$ cat config.mk
export PLATFORM = sky130hd
export DESIGN_NAME = errtrk_status
export DESIGN_NICKNAME = d
export VERILOG_FILES = /design/src/rtl/errtrk_pkg.sv /design/src/rtl/errtrk_wdec.sv /design/src/rtl/errtrk_flags.sv /design/src/rtl/errtrk_irq.sv /design/src/rtl/errtrk_status.sv
export SDC_FILE = /design/constraint.sdc
export NUM_CORES = 1
export LEC_CHECK = 0
export BUFFER_PORTS_ARGS = -buffer_cell sky130_fd_sc_hd__buf_2
export CAP_MARGIN = 40
export CELL_PAD_IN_SITES_DETAIL_PLACEMENT = 1
export CELL_PAD_IN_SITES_GLOBAL_PLACEMENT = 1
export CORE_MARGIN = 5
export CORE_UTILIZATION = 15
export CTS_CLUSTER_SIZE = 14
export DETAILED_ROUTE_END_ITERATION = 16
export PLACE_DENSITY_LB_ADDON = 0.1
export SYNTH_ARGS = -nofsm -noshare
export SYNTH_HDL_FRONTEND = slang
export SYNTH_SLANG_ARGS = --single-unit
$ cat constraint.sdc
create_clock -name clk -period 1.1 [get_ports clk]
set_input_delay 0.165 -clock clk [delete_from_list [all_inputs] [get_ports clk]]
set_output_delay 0.165 -clock clk [all_outputs]
set_load 0.005 [all_outputs]
$ cat src/rtl/errtrk_pkg.sv
package errtrk_pkg;

    localparam int WORD_W    = 32;
    localparam int B_COR     = 0;
    localparam int B_MCOR    = 1;
    localparam int B_UNC     = 2;
    localparam int B_MUNC    = 3;
    localparam int B_FIRST   = 4;
    localparam int B_NF      = 5;
    localparam int B_FT      = 6;
    localparam int MSG_LSB   = 27;
    localparam int MSG_W     = 5;

    typedef struct packed {
        logic f_seen;
        logic nf_seen;
        logic first_fatal;
        logic unc;
        logic cor;
    } err_flags_t;

    typedef struct packed {
        logic fatal;
        logic nonfatal;
        logic cor;
    } err_ev_t;

    typedef struct packed {
        logic clr_cor;
        logic clr_unc;
    } err_clr_t;

    function automatic logic [WORD_W-1:0] pack_word(err_flags_t f, logic [MSG_W-1:0] msg);
        logic [WORD_W-1:0] w;
        w = '0;
        w[B_COR]   = f.cor;
        w[B_MCOR]  = 1'b0;
        w[B_UNC]   = f.unc;
        w[B_MUNC]  = 1'b0;
        w[B_FIRST] = f.first_fatal;
        w[B_NF]    = f.nf_seen;
        w[B_FT]    = f.f_seen;
        w[MSG_LSB +: MSG_W] = msg;
        return w;
    endfunction

endpackage

$ cat src/rtl/errtrk_wdec.sv
module errtrk_wdec
    import errtrk_pkg::*;
#(
    parameter int              ADDR_W   = 12,
    parameter logic [ADDR_W-1:0] REG_ADDR = 12'h130
) (
    input  logic              wr_en,
    input  logic [ADDR_W-1:0] wr_addr,
    input  logic              wdat_cor,
    input  logic              wdat_unc,
    input  logic [ADDR_W-1:0] rd_addr,
    output err_clr_t          clr,
    output logic              rd_hit
);
    logic wr_hit;

    always_comb begin
        wr_hit      = wr_en && (wr_addr == REG_ADDR);
        clr.clr_cor = wr_hit && wdat_cor;
        clr.clr_unc = wr_hit && wdat_unc;
        rd_hit      = (rd_addr == REG_ADDR);
    end
endmodule

$ cat src/rtl/errtrk_flags.sv
module errtrk_flags
    import errtrk_pkg::*;
(
    input  logic       clk,
    input  logic       rst,
    input  err_ev_t    ev,
    input  err_clr_t   clr,
    output err_flags_t flags
);
    err_flags_t base, nxt;
    logic       unc_ev;

    always_comb begin
        unc_ev = ev.fatal | ev.nonfatal;
        base   = flags;
        if (clr.clr_cor) base.cor = 1'b0;
        if (clr.clr_unc) begin
            base.unc         = 1'b0;
            base.first_fatal = 1'b0;
            base.nf_seen     = 1'b0;
            base.f_seen      = 1'b0;
        end
        nxt             = base;
        nxt.cor         = base.cor | ev.cor;
        nxt.unc         = base.unc | unc_ev;
        nxt.nf_seen     = base.nf_seen | ev.nonfatal;
        nxt.f_seen      = base.f_seen | ev.fatal;
        nxt.first_fatal = base.unc ? base.first_fatal : ev.fatal;
    end

    always_ff @(posedge clk) begin
        if (rst) flags <= '0;
        else     flags <= nxt;
    end

    a_r1_cor_sticky: assert property (@(posedge clk) disable iff (rst)
        (flags.cor && !clr.clr_cor) |=> flags.cor);
    a_r8_set_wins_cor: assert property (@(posedge clk) disable iff (rst)
        ev.cor |=> flags.cor);
    a_r2_unc_set: assert property (@(posedge clk) disable iff (rst)
        (ev.fatal || ev.nonfatal) |=> flags.unc);
    a_r7_group_clear: assert property (@(posedge clk) disable iff (rst)
        (clr.clr_unc && !ev.fatal && !ev.nonfatal) |=>
        (!flags.unc && !flags.first_fatal && !flags.nf_seen && !flags.f_seen));
    a_r4_first_stable: assert property (@(posedge clk) disable iff (rst)
        (flags.unc && !clr.clr_unc) |=> $stable(flags.first_fatal));
    a_r4_first_implies_fatal: assert property (@(posedge clk) disable iff (rst)
        flags.first_fatal |-> flags.f_seen);
    a_r5_seen_matches_unc: assert property (@(posedge clk) disable iff (rst)
        flags.unc == (flags.nf_seen || flags.f_seen));
endmodule

$ cat src/rtl/errtrk_irq.sv
module errtrk_irq
    import errtrk_pkg::*;
(
    input  err_flags_t flags,
    input  logic       en_cor,
    input  logic       en_unc,
    output logic       irq
);
    always_comb irq = (flags.cor & en_cor) | (flags.unc & en_unc);
endmodule

$ cat src/rtl/errtrk_status.sv
module errtrk_status
    import errtrk_pkg::*;
#(
    parameter int                ADDR_W   = 12,
    parameter logic [ADDR_W-1:0] REG_ADDR = 12'h130,
    parameter logic [MSG_W-1:0]  MSG_NUM  = '0
) (
    input  logic              clk,
    input  logic              rst,
    input  logic              ev_cor,
    input  logic              ev_nonfatal,
    input  logic              ev_fatal,
    input  logic              irq_en_cor,
    input  logic              irq_en_unc,
    input  logic              wr_en,
    input  logic [ADDR_W-1:0] wr_addr,
    input  logic [31:0]       wr_data,
    input  logic [ADDR_W-1:0] rd_addr,
    output logic [31:0]       rd_data,
    output logic              irq
);
    err_ev_t    ev;
    err_clr_t   clr;
    err_flags_t flags;
    logic       rd_hit;
    logic [WORD_W-1:0] word;

    assign ev = '{fatal: ev_fatal, nonfatal: ev_nonfatal, cor: ev_cor};

    errtrk_wdec #(.ADDR_W(ADDR_W), .REG_ADDR(REG_ADDR)) u_wdec (
        .wr_en    (wr_en),
        .wr_addr  (wr_addr),
        .wdat_cor (wr_data[B_COR]),
        .wdat_unc (wr_data[B_UNC]),
        .rd_addr  (rd_addr),
        .clr      (clr),
        .rd_hit   (rd_hit)
    );

    errtrk_flags u_flags (
        .clk   (clk),
        .rst   (rst),
        .ev    (ev),
        .clr   (clr),
        .flags (flags)
    );

    errtrk_irq u_irq (
        .flags  (flags),
        .en_cor (irq_en_cor),
        .en_unc (irq_en_unc),
        .irq    (irq)
    );

    always_comb begin
        word    = pack_word(flags, MSG_NUM);
        rd_data = rd_hit ? word : '0;
    end

    a_r3_multi_zero: assert property (@(posedge clk) disable iff (rst)
        (word[B_MCOR] == 1'b0) && (word[B_MUNC] == 1'b0));
    a_r6_reserved_zero: assert property (@(posedge clk) disable iff (rst)
        (word[MSG_LSB-1:B_FT+1] == '0) && (word[MSG_LSB +: MSG_W] == MSG_NUM));
    a_r9_irq_needs_flag: assert property (@(posedge clk) disable iff (rst)
        irq |-> (word[B_COR] || word[B_UNC]));
    a_r10_miss_reads_zero: assert property (@(posedge clk) disable iff (rst)
        (rd_addr != REG_ADDR) |-> (rd_data == '0));
endmodule

Word-level counts from Yosys, hierarchy flattened. Cells that the tools add are included.

Equal/unequal tests: 3. Mux-type cells: 4. Bitwise logic cells: 8. Reduce and logical (&&, ||, !) cells: 3.

Operator list (number): 12-bit by 9-bit equality test with 1-bit output, second input constant (2); 7-bit 2-to-1 mux (1); 1-bit OR (6); 4-bit 2-to-1 mux (1); 1-bit logical AND (3); 1-bit bitwise AND (2); 1-bit 2-to-1 mux (2); 2-bit inequality test, second input constant (1).

Bits in registers: 5. Input bits: 64. Output and inout bits: 33. Logic and storage cells: 23.

Depth between registers and ports, before layout. Gate-level depths: netlist (run 1).

Depth after elaboration: 5. Depth in mapped cells: 4. Depth with buffers taken out: 4.

Cells and area by module. From an unflattened synthesis (run 1), not the netlist that was laid out.

Cells, all modules: 62. Area, all modules: 539.3 µm².

By module, submodules not included: errtrk_status (times used 1, cells each 33, area each 237.7 µm², sequential area each 0.0 µm²); errtrk_flags (times used 1, cells each 17, area each 181.4 µm², sequential area each 100.1 µm²); errtrk_wdec (times used 1, cells each 11, area each 111.4 µm², sequential area each 0.0 µm²); errtrk_irq (times used 1, cells each 1, area each 8.8 µm², sequential area each 0.0 µm²).

Worst setup path after synthesis (run 1). Ideal clock, no wire load.

Kind: input port to flip-flop. Start: input wr_addr[1]. End: register, netlist name u_flags.flags[1]. Library setup time: 0.117 ns. Arrival time: 0.896 ns. Data required time: 0.983 ns. Path slack: 0.087 ns. Cell stages on the path: 4. Buffers on the path: 0. Cell sequence: nor4_4 > nand4_2 > a211oi_2 > nor2_1.

Longest elaborated chain between the ends: 5.

Ends and longest elaborated chain: from (decl) (RTL line errtrk_status.sv:16) `input logic [ADDR_W-1:0] wr_addr,`; 12-bit by 9-bit equality test with 1-bit output (RTL line errtrk_wdec.sv:18) `wr_hit = wr_en && (wr_addr == REG_ADDR);`; 1-bit logical AND (RTL line errtrk_wdec.sv:18); 1-bit logical AND (RTL line errtrk_wdec.sv:20) `clr.clr_unc = wr_hit && wdat_unc;`; 4-bit 2-to-1 mux (RTL line errtrk_flags.sv:17) `if (clr.clr_unc) begin`; 1-bit OR (RTL line errtrk_flags.sv:25) `nxt.unc = base.unc | unc_ev;`.

No other way between the ends. The select of a mux whose other input is x is not followed. A chain may end at the register's enable or synchronous reset.

Final worst setup path (run 1).
Start: input rd_addr[2]. End: output rd_data[5].

Longest elaborated chain between the ends: 2.

Ends and longest elaborated chain: from (decl) (RTL line errtrk_status.sv:18) `input logic [ADDR_W-1:0] rd_addr,`; 12-bit by 9-bit equality test with 1-bit output (RTL line errtrk_wdec.sv:21) `rd_hit = (rd_addr == REG_ADDR);`; 7-bit 2-to-1 mux (RTL line errtrk_status.sv:57) `rd_data = rd_hit ? word : '0;`; to (decl) (RTL line errtrk_status.sv:19) `output logic [31:0] rd_data,`.

No other way between the ends.

==> qor.csv, run 1 <==
stage,metric,value,unit
sta,setup-violations-final,5,
layout,diodes,0,
critical_path,critPathLaunchType,primary input,
placed_design,port_buffers,39,
logic_synthesis,syn_inst,62,
logic_synthesis,synth-edff-count,0,
routing,met1_length,620,µm
critical_path,end_kind,output port,
routing,viasPerCell,3.38,
logic_synthesis,yosysSeqAreaShare,18.7,%
layout,fillers,420,
routing,drt_iter0_drc,1,
critical_path,crit_path_end,rd_data[5],
critical_path,crit_top_cell,buf_6,
sta,period_share,106,%
sta,tns,-326,ps
critical_path,crit_start,rd_addr[2],
global_route,antenna_found_initial,0,
critical_path,r2r_slack,260,ps
routing,final_antenna_net_count,0,
sta,skew,1.16,ps
clock_tree,clk_pin_slew,50,ps
logic_synthesis,synth_flop_cell,dfxtp_1,
routing,vias,510,
critical_path,arrival,1000,ps
global_route,grt_max_degree,6,
placed_design,place_area,683,µm²
power_and_ir_drop,ir_worst_vdd,510,µV
job,cap_viol_max_count,0,
layout,instances_no_fill,151,
sta,rsz0062_at_grt,true,
clock_tree,cts_root_buffer,clkbuf_4,
routing,post-route-drc-count,0,
power_and_ir_drop,power,0.576,mW
logic_synthesis,async_flop_share,0,%
sta,timing.final.ws_setup,-67.4,ps
global_route,grt-ovfl-total,0,
routing,dr_wl_met2,824,µm
layout,area_growth,53.5,%
die,design.die.area,4870,µm²
min_path,worstHoldStart,ev_cor,
global_route,track_usage,6.65,%
sta,holdWs,143,ps
logic_synthesis,synth.most_common_cell,buf_4,
logic_synthesis,synth_top_area_share,37.9,%
layout,final_net_count,170,
outcome,violations,setup timing,
logic_synthesis,synth_cell_types,20,
clock_tree,htreeDepth,1,
clock_tree,cts_buffers,3,
critical_path,max_stage_delay,260,ps
logic_synthesis,syn_avg_cell_area,8.64,µm²
layout,largest_register_ffs,5,
outcome,outcome,finished with violations,
critical_path,ff2ff_path_depth,3,
sta,period_needed,1170,ps
routing,routed.top_layer,met3,
clock_tree,worstSkewPairLatency,240,ps
logic_synthesis,yosys_register_bits,5,
die,core,3390,µm²
power_and_ir_drop,p_leak,0.432,nW
placed_design,routabilityCongestion,0.741,
clock_tree,cts_hold_buf,0,
die,initial_utilization,15.8,%
power_and_ir_drop,p_per_area,701,nW/µm²
die,rows,21,
critical_path,cp_max_fo,5,
critical_path,worst_path_max_delay_cell,nor4bb_4,
sta,finalMaxSlewViolations,0,
die,io_pins,97,
min_path,hold_class,primary input to flip-flop,
critical_path,worstPathRequired,940,ps
routing,wl_met3,177,µm
critical_path,crit_chain,buf_6 > nor4bb_4 > and3_4 > and2_4 > buf_6,
placed_design,pre_cts_ws,-191,ps
routing,route.detailed.wl_per_inst,10.7,µm
critical_path,critPathKind,primary input to output port,
sta,fmax,0.857,GHz
routing,drt_first_pass_iters,3,
clock_tree,cts_tree,done,
logic_synthesis,syn_area,536,µm²
logic_synthesis,synthTopCellsByCount,"buf_4, and2_1, dfxtp_1, a21oi_1, nor2_1",
logic_synthesis,synth_top_cell_by_area,buf_4,
logic_synthesis,synth_area_leaders,"buf_4, dfxtp_1, and2_1",
clock_tree,cts.sinks,5,
routing,drt_wl_total,1620,µm
global_route,first_global_vias,569,
layout,drive_above_1_share,54.3,%
global_route,grt_pass1_wl,2600,µm
logic_synthesis,yosys_warnings,0,
critical_path,r2r_end,u_flags.flags[2]$_SDFFE_PP0P_,
clock_tree,cts_buffer_depth,2,
layout,largest_register,u_flags.flags,
layout,utilization,24.3,%
critical_path,r2r_start,u_flags.flags[1]$_SDFF_PP0_,
placed_design,place_inst,146,
layout,finish.instance_area,822,µm²
die,die_h,69.8,µm
layout,reg_top3,u_flags.flags x5,
die,die_w,69.8,µm
min_path,min_path_cells,3,
placed_design,dpl.hpwl,1440,µm
sta,hold_violations,0,
## worst max-delay path: cells and delay by family
family	cells	cell delay [ps]
buffers and inverters	2	170
and+or+nand+nor	3	650
## report_power, final
group | internal [mW] | total [mW] | switching (mW) | leakage, nW
clock network | 0.137 | 0.217 | 0.0793 | 0.0150
logic | 0.0825 | 0.155 | 0.0725 | 0.375
registers | 0.194 | 0.205 | 0.0104 | 0.0423
total | 0.414 | 0.576 | 0.162 | 0.432
## area by class of cell
cell class / count / area [µm²] / area share [%]
repair buffers: 40 / 253 / 30.7
clock buffers: 4 / 26.3 / 3.20
flip-flops and latches: 5 / 104 / 12.6
inverters: 1 / 3.75 / 0.457
well taps: 46 / 57.6 / 7.00
multi-input cells: 55 / 378 / 46.0
## metal layers
metal,global-route usage (%),vias to the layer above
li1,-,245
met1,6.99,230
met2,11.7,35
met3,3.77,0
met4,1.28,0
met5,0,-
## logic make-up (layout without fill, tap and decap cells)
| logic type | count (synthesis) | in the layout | share of synthesized area (%) |
|---|---|---|---|
| other | 1 | 27 | 0.700 |
| buffers and inverters | 28 | 45 | 38.5 |
| DFF | 5 | 5 | 18.7 |
| AOI/OAI and AO/OA | 7 | 7 | 9.58 |
| and+or+nand+nor | 21 | 21 | 32.5 |
## how the worst min path moves through the flow
stage,to,slack [ps]
after detailed placement,u_flags.flags[0]$_SDFF_PP0_,390
final,u_flags.flags[0]$_SDFF_PP0_,140
after global routing,u_flags.flags[1]$_SDFF_PP0_,140
after global placement,u_flags.flags[0]$_SDFF_PP0_,380
after floorplan,u_flags.flags[0]$_SDFF_PP0_,240
after CTS,u_flags.flags[0]$_SDFF_PP0_,140
## cells in the final DEF (no fill, tap or decap)
cell      count
clkbuf_1      1
nor2_1        4
dfxtp_4       1
a21oi_1       4
a22o_1        1
conb_1       27
and3_4        1
a211oi_2      1
buf_4         1
buf_6         8
nor4b_4       1
nand2_1       1
a41o_1        1
and2_1        2
nor4bb_4      1
and2_4        4
nand4_2       1
clkbuf_4      3
inv_1         1
nor4b_2       1
nor4_4        2
buf_2        31
and4bb_2      1
dfxtp_1       4
nand4_1       1
nor4bb_1      1
## timing repair
| item | 4_1_cts | 5_1_grt |
|---|---|---|
| pin swaps | 6 | 7 |
| setup endpoints to repair | 6 | 6 |
| gates resized for setup | 10 | 11 |
| setup buffers | 0 | 1 |
Power figures use the tool's default switching activity.
==> run 2: changes to the inputs <==
- CORE_UTILIZATION: 15 -> 13
- clock period: 1.1 -> 1 ns (I/O delays scaled with it)
==> qor.csv, run 2 (synthesized netlist as in run 1, its figures left out) <==
stage,metric,value,unit
global_route,use_met3,3.24,%
die,design.die.area,5500,µm²
layout,layout_commonest_cell,buf_2,
routing,drt_iter0_drc,2,
job,cap_viol_max_count,0,
critical_path,cp.depth,5,
die,die_h,74.2,µm
global_route,grt_max_degree,6,
layout,finish.instance_area,871,µm²
clock_tree,cts_tree,done,
sta,finalMaxSlewViolations,0,
placed_design,place_inst,150,
layout,reg_top3,u_flags.flags x5,
critical_path,r2r_start,u_flags.flags[1]$_SDFF_PP0_,
global_route,grt-ovfl-total,0,
layout,utilization,21.8,%
layout,area_growth,62.6,%
global_route,first_global_vias,544,
power_and_ir_drop,ir_worst_vdd,546,µV
layout,fillers,495,
critical_path,r2r_end,u_flags.flags[1]$_SDFF_PP0_,
critical_path,arrival,1000,ps
routing,final_antenna_net_count,0,
placed_design,routabilityCongestion,0.664,
sta,tns,-750,ps
critical_path,worst_path_max_delay_cell,nor4b_4,
critical_path,cp_max_fo,5,
clock_tree,worstSkewPairLatency,220,ps
min_path,hold_end,u_flags.flags[0]$_SDFF_PP0_,
die,initial_utilization,13.4,%
global_route,antenna_found_initial,0,
global_route,track_usage,5.68,%
sta,fmax,0.870,GHz
sta,period_needed,1150,ps
routing,vias,514,
layout,instances_no_fill,155,
clock_tree,clk_pin_slew,40,ps
layout,largest_register_ffs,5,
placed_design,port_buffers,39,
die,core,4000,µm²
critical_path,max_stage_delay,260,ps
clock_tree,cts_buffer_depth,2,
critical_path,critPathLaunchType,primary input,
clock_tree,htreeDepth,1,
die,rows,23,
layout,drive_above_1_share,56.2,%
min_path,hold_class,primary input to flip-flop,
critical_path,crit_chain,buf_6 > nor4b_4 > and3_4 > and2_4 > buf_6,
critical_path,crit_top_cell,buf_6,
critical_path,worstPathRequired,850,ps
global_route,busiest_layer,met2,
min_path,min_path_cells,3,
clock_tree,cts.sinks,5,
die,die_w,74.2,µm
power_and_ir_drop,power,0.773,mW
power_and_ir_drop,p_leak,0.448,nW
sta,hold_violations,0,
layout,largest_register,u_flags.flags,
placed_design,place_area,688,µm²
sta,skew,1.06,ps
clock_tree,cts_buffers,3,
global_route,met2_usage,10.8,%
routing,viasPerCell,3.32,
layout,diodes,0,
critical_path,worst-path-buf-inv,2,
die,io_pins,97,
outcome,outcome,finished with violations,
routing,drt_wl_total,1660,µm
placed_design,pre_cts_ws,-268,ps
routing,route.detailed.wl_per_inst,10.7,µm
sta,timing.final.ws_setup,-150,ps
layout,final_cell_mix,"buf_2, conb_1, buf_6",
critical_path,critPathKind,primary input to output port,
min_path,worstHoldStart,ev_cor,
power_and_ir_drop,p_per_area,887,nW/µm²
sta,holdWs,138,ps
sta,rsz0062_at_grt,true,
critical_path,r2r_slack,150,ps
critical_path,critPathTopFamily,simple AND/OR/NAND/NOR gates,
sta,setup-violations-final,6,
global_route,use_met1,5.46,%
routing,drt_first_pass_iters,2,
global_route,grt_pass1_wl,2310,µm
critical_path,ff2ff_path_depth,3,
critical_path,end_kind,output port,
sta,period_share,115,%
routing,post-route-drc-count,0,
outcome,violations,setup timing,
layout,final_net_count,170,
clock_tree,cts_root_buffer,clkbuf_8,
==> run 2: power breakdown <==
| part | internal, mW | total, mW | switching [mW] |
|---|---|---|---|
| clock | 0.273 | 0.370 | 0.0969 |
| sequential | 0.215 | 0.225 | 0.00969 |
| combinational | 0.0940 | 0.177 | 0.0834 |
==> run 2: routing by layer <==
layer | vias up | part of all wire, %
met4 | 0 | 0
met3 | 0 | 14
li1 | 245 | -
met2 | 39 | 51
met5 | - | 0
met1 | 230 | 35
==> run 2: worst reg2reg max path, delay by kind of cell, from the launching register on <==
family                 cells  cell delay [ps]
flip-flops                 1              350
AO/OA/AOI/OAI              1              200
buffers and inverters      1              140
AND/OR/NAND/NOR            1               50
==> run 2: final cells by class <==
type	instances	area (µm²)	area share (%)
inverter	1	3.75	0.431
clock buffer	4	45.0	5.17
timing repair buffer	40	265	30.5
tap	50	62.6	7.18
multi-input combinational	55	389	44.7
sequential	5	105	12.1
==> run 2: worst max path at each step <==
stage	slack, ps	from	endpoint
after CTS	-150	rd_addr[1]	rd_data[6]
after global placement	-270	rd_addr[11]	rd_data[6]
after floorplan	2	wr_addr[1]	u_flags.flags[1]$_SDFF_PP0_
after global routing	-210	rd_addr[10]	rd_data[4]
final	-150	rd_addr[3]	rd_data[4]
after detailed placement	-270	rd_addr[11]	rd_data[6]
==> run 2: timing repair <==
| action | CTS | global route |
|---|---|---|
| endpoints found under the setup margin | 7 | 9 |
| endpoints found under the hold margin | 0 | 0 |
| hold buffers | 0 | 0 |
| setup buffers | 1 | 0 |
| resized for setup | 18 | 8 |
| pin swaps | 10 | 6 |
==> run 3: changes to the inputs <==
- CORE_MARGIN: 5 -> 2
- clock period: 1 -> 0.96 ns (I/O delays scaled with it)
==> qor.csv, run 3 (synthesized netlist as in run 1, its figures left out) <==
stage,metric,value,unit
die,core,3970,µm²
sta,fmax,0.880,GHz
power_and_ir_drop,power_frac_clock,46.8,%
clock_tree,htreeDepth,1,
sta,period_needed,1140,ps
outcome,violations,setup timing,
critical_path,critPathKind,primary input to output port,
layout,reg_top3,u_flags.flags x5,
critical_path,worst_path_max_delay_cell,nor4b_4,
sta,skew,2.55,ps
sta,hold_violations,0,
die,die_h,68.2,µm
outcome,outcome,finished with violations,
power_and_ir_drop,power,0.813,mW
routing,drt_iter0_drc,2,
critical_path,arrival,990,ps
routing,vias,523,
global_route,first_global_vias,523,
die,rows,23,
power_and_ir_drop,p_leak,0.450,nW
critical_path,max_stage_delay,260,ps
power_and_ir_drop,p_per_area,921,nW/µm²
layout,drive_above_1_share,56.2,%
placed_design,dpl.hpwl,1310,µm
layout,diodes,0,
power_and_ir_drop,swShare,24.4,%
layout,largest_register_ffs,5,
layout,layout_commonest_cell,buf_2,
layout,finish.instance_area,882,µm²
die,design.die.area,4650,µm²
sta,setup-violations-final,6,
critical_path,critPathLaunchType,primary input,
global_route,grt_pass1_wl,2100,µm
power_and_ir_drop,ir_worst_vdd,637,µV
critical_path,end_kind,output port,
sta,rsz0062_at_grt,true,
power_and_ir_drop,internal_power,0.614,mW
routing,final_antenna_net_count,0,
clock_tree,cts_hold_buf,0,
routing,drt_first_pass_iters,2,
min_path,worstHoldStart,ev_cor,
sta,timing.final.ws_setup,-176,ps
layout,area_growth,64.7,%
layout,largest_register,u_flags.flags,
clock_tree,cts.sinks,5,
routing,viasPerCell,3.37,
clock_tree,cts_buffers,3,
placed_design,place_area,688,µm²
routing,post-route-drc-count,0,
global_route,use_met3,3.95,%
min_path,hold_class,primary input to flip-flop,
global_route,track_usage,6.42,%
critical_path,critPathTopFamily,simple AND/OR/NAND/NOR gates,
placed_design,routabilityCongestion,0.693,
global_route,grt-ovfl-total,0,
global_route,grt_max_degree,6,
critical_path,crit_chain,buf_6 > nor4b_4 > and3_4 > and2_1 > buf_2,
critical_path,r2r_start,u_flags.flags[1]$_SDFF_PP0_,
clock_tree,cts_tree,done,
routing,drt_wl_total,1580,µm
layout,final_net_count,170,
routing,route.detailed.wl_per_inst,10.2,µm
sta,finalMaxSlewViolations,0,
power_and_ir_drop,power_frac_comb,24.3,%
global_route,antenna_found_initial,0,
clock_tree,worstSkewPairLatency,220,ps
clock_tree,cts_root_buffer,clkbuf_8,
clock_tree,cts_buffer_depth,2,
die,die_w,68.2,µm
power_and_ir_drop,p_seq_share,28.9,%
global_route,busiest_layer,met2,
critical_path,crit_start,rd_addr[3],
clock_tree,clk_pin_slew,30,ps
global_route,use_met1,5.12,%
critical_path,worstPathRequired,820,ps
critical_path,worst-path-buf-inv,2,
global_route,met2_usage,12.9,%
die,io_pins,97,
placed_design,port_buffers,39,
sta,period_share,118,%
layout,final_cell_mix,"buf_2, conb_1, buf_6",
critical_path,cp_max_fo,5,
power_and_ir_drop,p_sw,0.199,mW
job,cap_viol_max_count,0,
die,initial_utilization,13.5,%
sta,tns,-875,ps
run 3: cell types whose count changed in the layout (fill, tap and decap cells not counted):
cell     before  now
a21oi_1       4    2
a21oi_2       0    2
nor4_2        1    0
nor4_4        1    2
and2_4        5    3
and2_1        1    3
run 3: metrics by stage:
step,cells,utilization [%],hold slack [ps],setup slack [ps]
after floorplan,88,-,216,4.73
after global routing,155,22.2,145,-237
after global placement,150,17.3,356,-358
after detailed placement,150,17.3,361,-336
final,155,22.2,133,-176
after CTS,155,20.9,132,-184
run 3: cell type report:
class	instances	area [µm²]
flip-flops and latches	5	105
inverters	1	3.75
multi-input cells	55	400
repair buffers	40	265
clock buffers	4	45.0
well taps	50	62.6
fillers	485	3090
run 3: worst paths after layout:
kind | to | slack [ps] | depth (start not counted)
worst max-delay path | rd_data[5] | -180 | 5
worst min-delay path | u_flags.flags[0]$_SDFF_PP0_ | 130 | 3
worst max register to register | u_flags.flags[1]$_SDFF_PP0_ | 110 | 3
worst min register to register | u_flags.flags[3]$_SDFF_PP0_ | 480 | 2
run 3: metal layers:
layer / part of all wire [%] / vias up
met4: 1.2 / 0
met1: 28 / 236
met2: 55 / 40
met5: 0 / -
li1: - / 245
met3: 16 / 2
run 3: timing repair:
item | in CTS | in global routing
setup buffers | 1 | 0
pin swaps | 10 | 8
gates resized for setup | 18 | 9
endpoints found under the setup margin | 7 | 9
run 3: power by group through the flow:
| stage | Clock [mW] | Sequential (mW) | Combinational (mW) |
|---|---|---|---|
| 2_1_floorplan | 0 | 0.234 | 0.140 |
| 6_report | 0.380 | 0.235 | 0.198 |
| 5_1_grt | 0.417 | 0.237 | 0.220 |
| 3_5_place_dp | 0 | 0.238 | 0.147 |
| 3_3_place_gp | 0 | 0.239 | 0.143 |
| 4_1_cts | 0.396 | 0.234 | 0.179 |
run 3: worst register-to-register path: stages, from the launching register on:
cell and delay (ps):
dfxtp_4 340, buf_4 140, a211oi_2 200, nor2_1 50
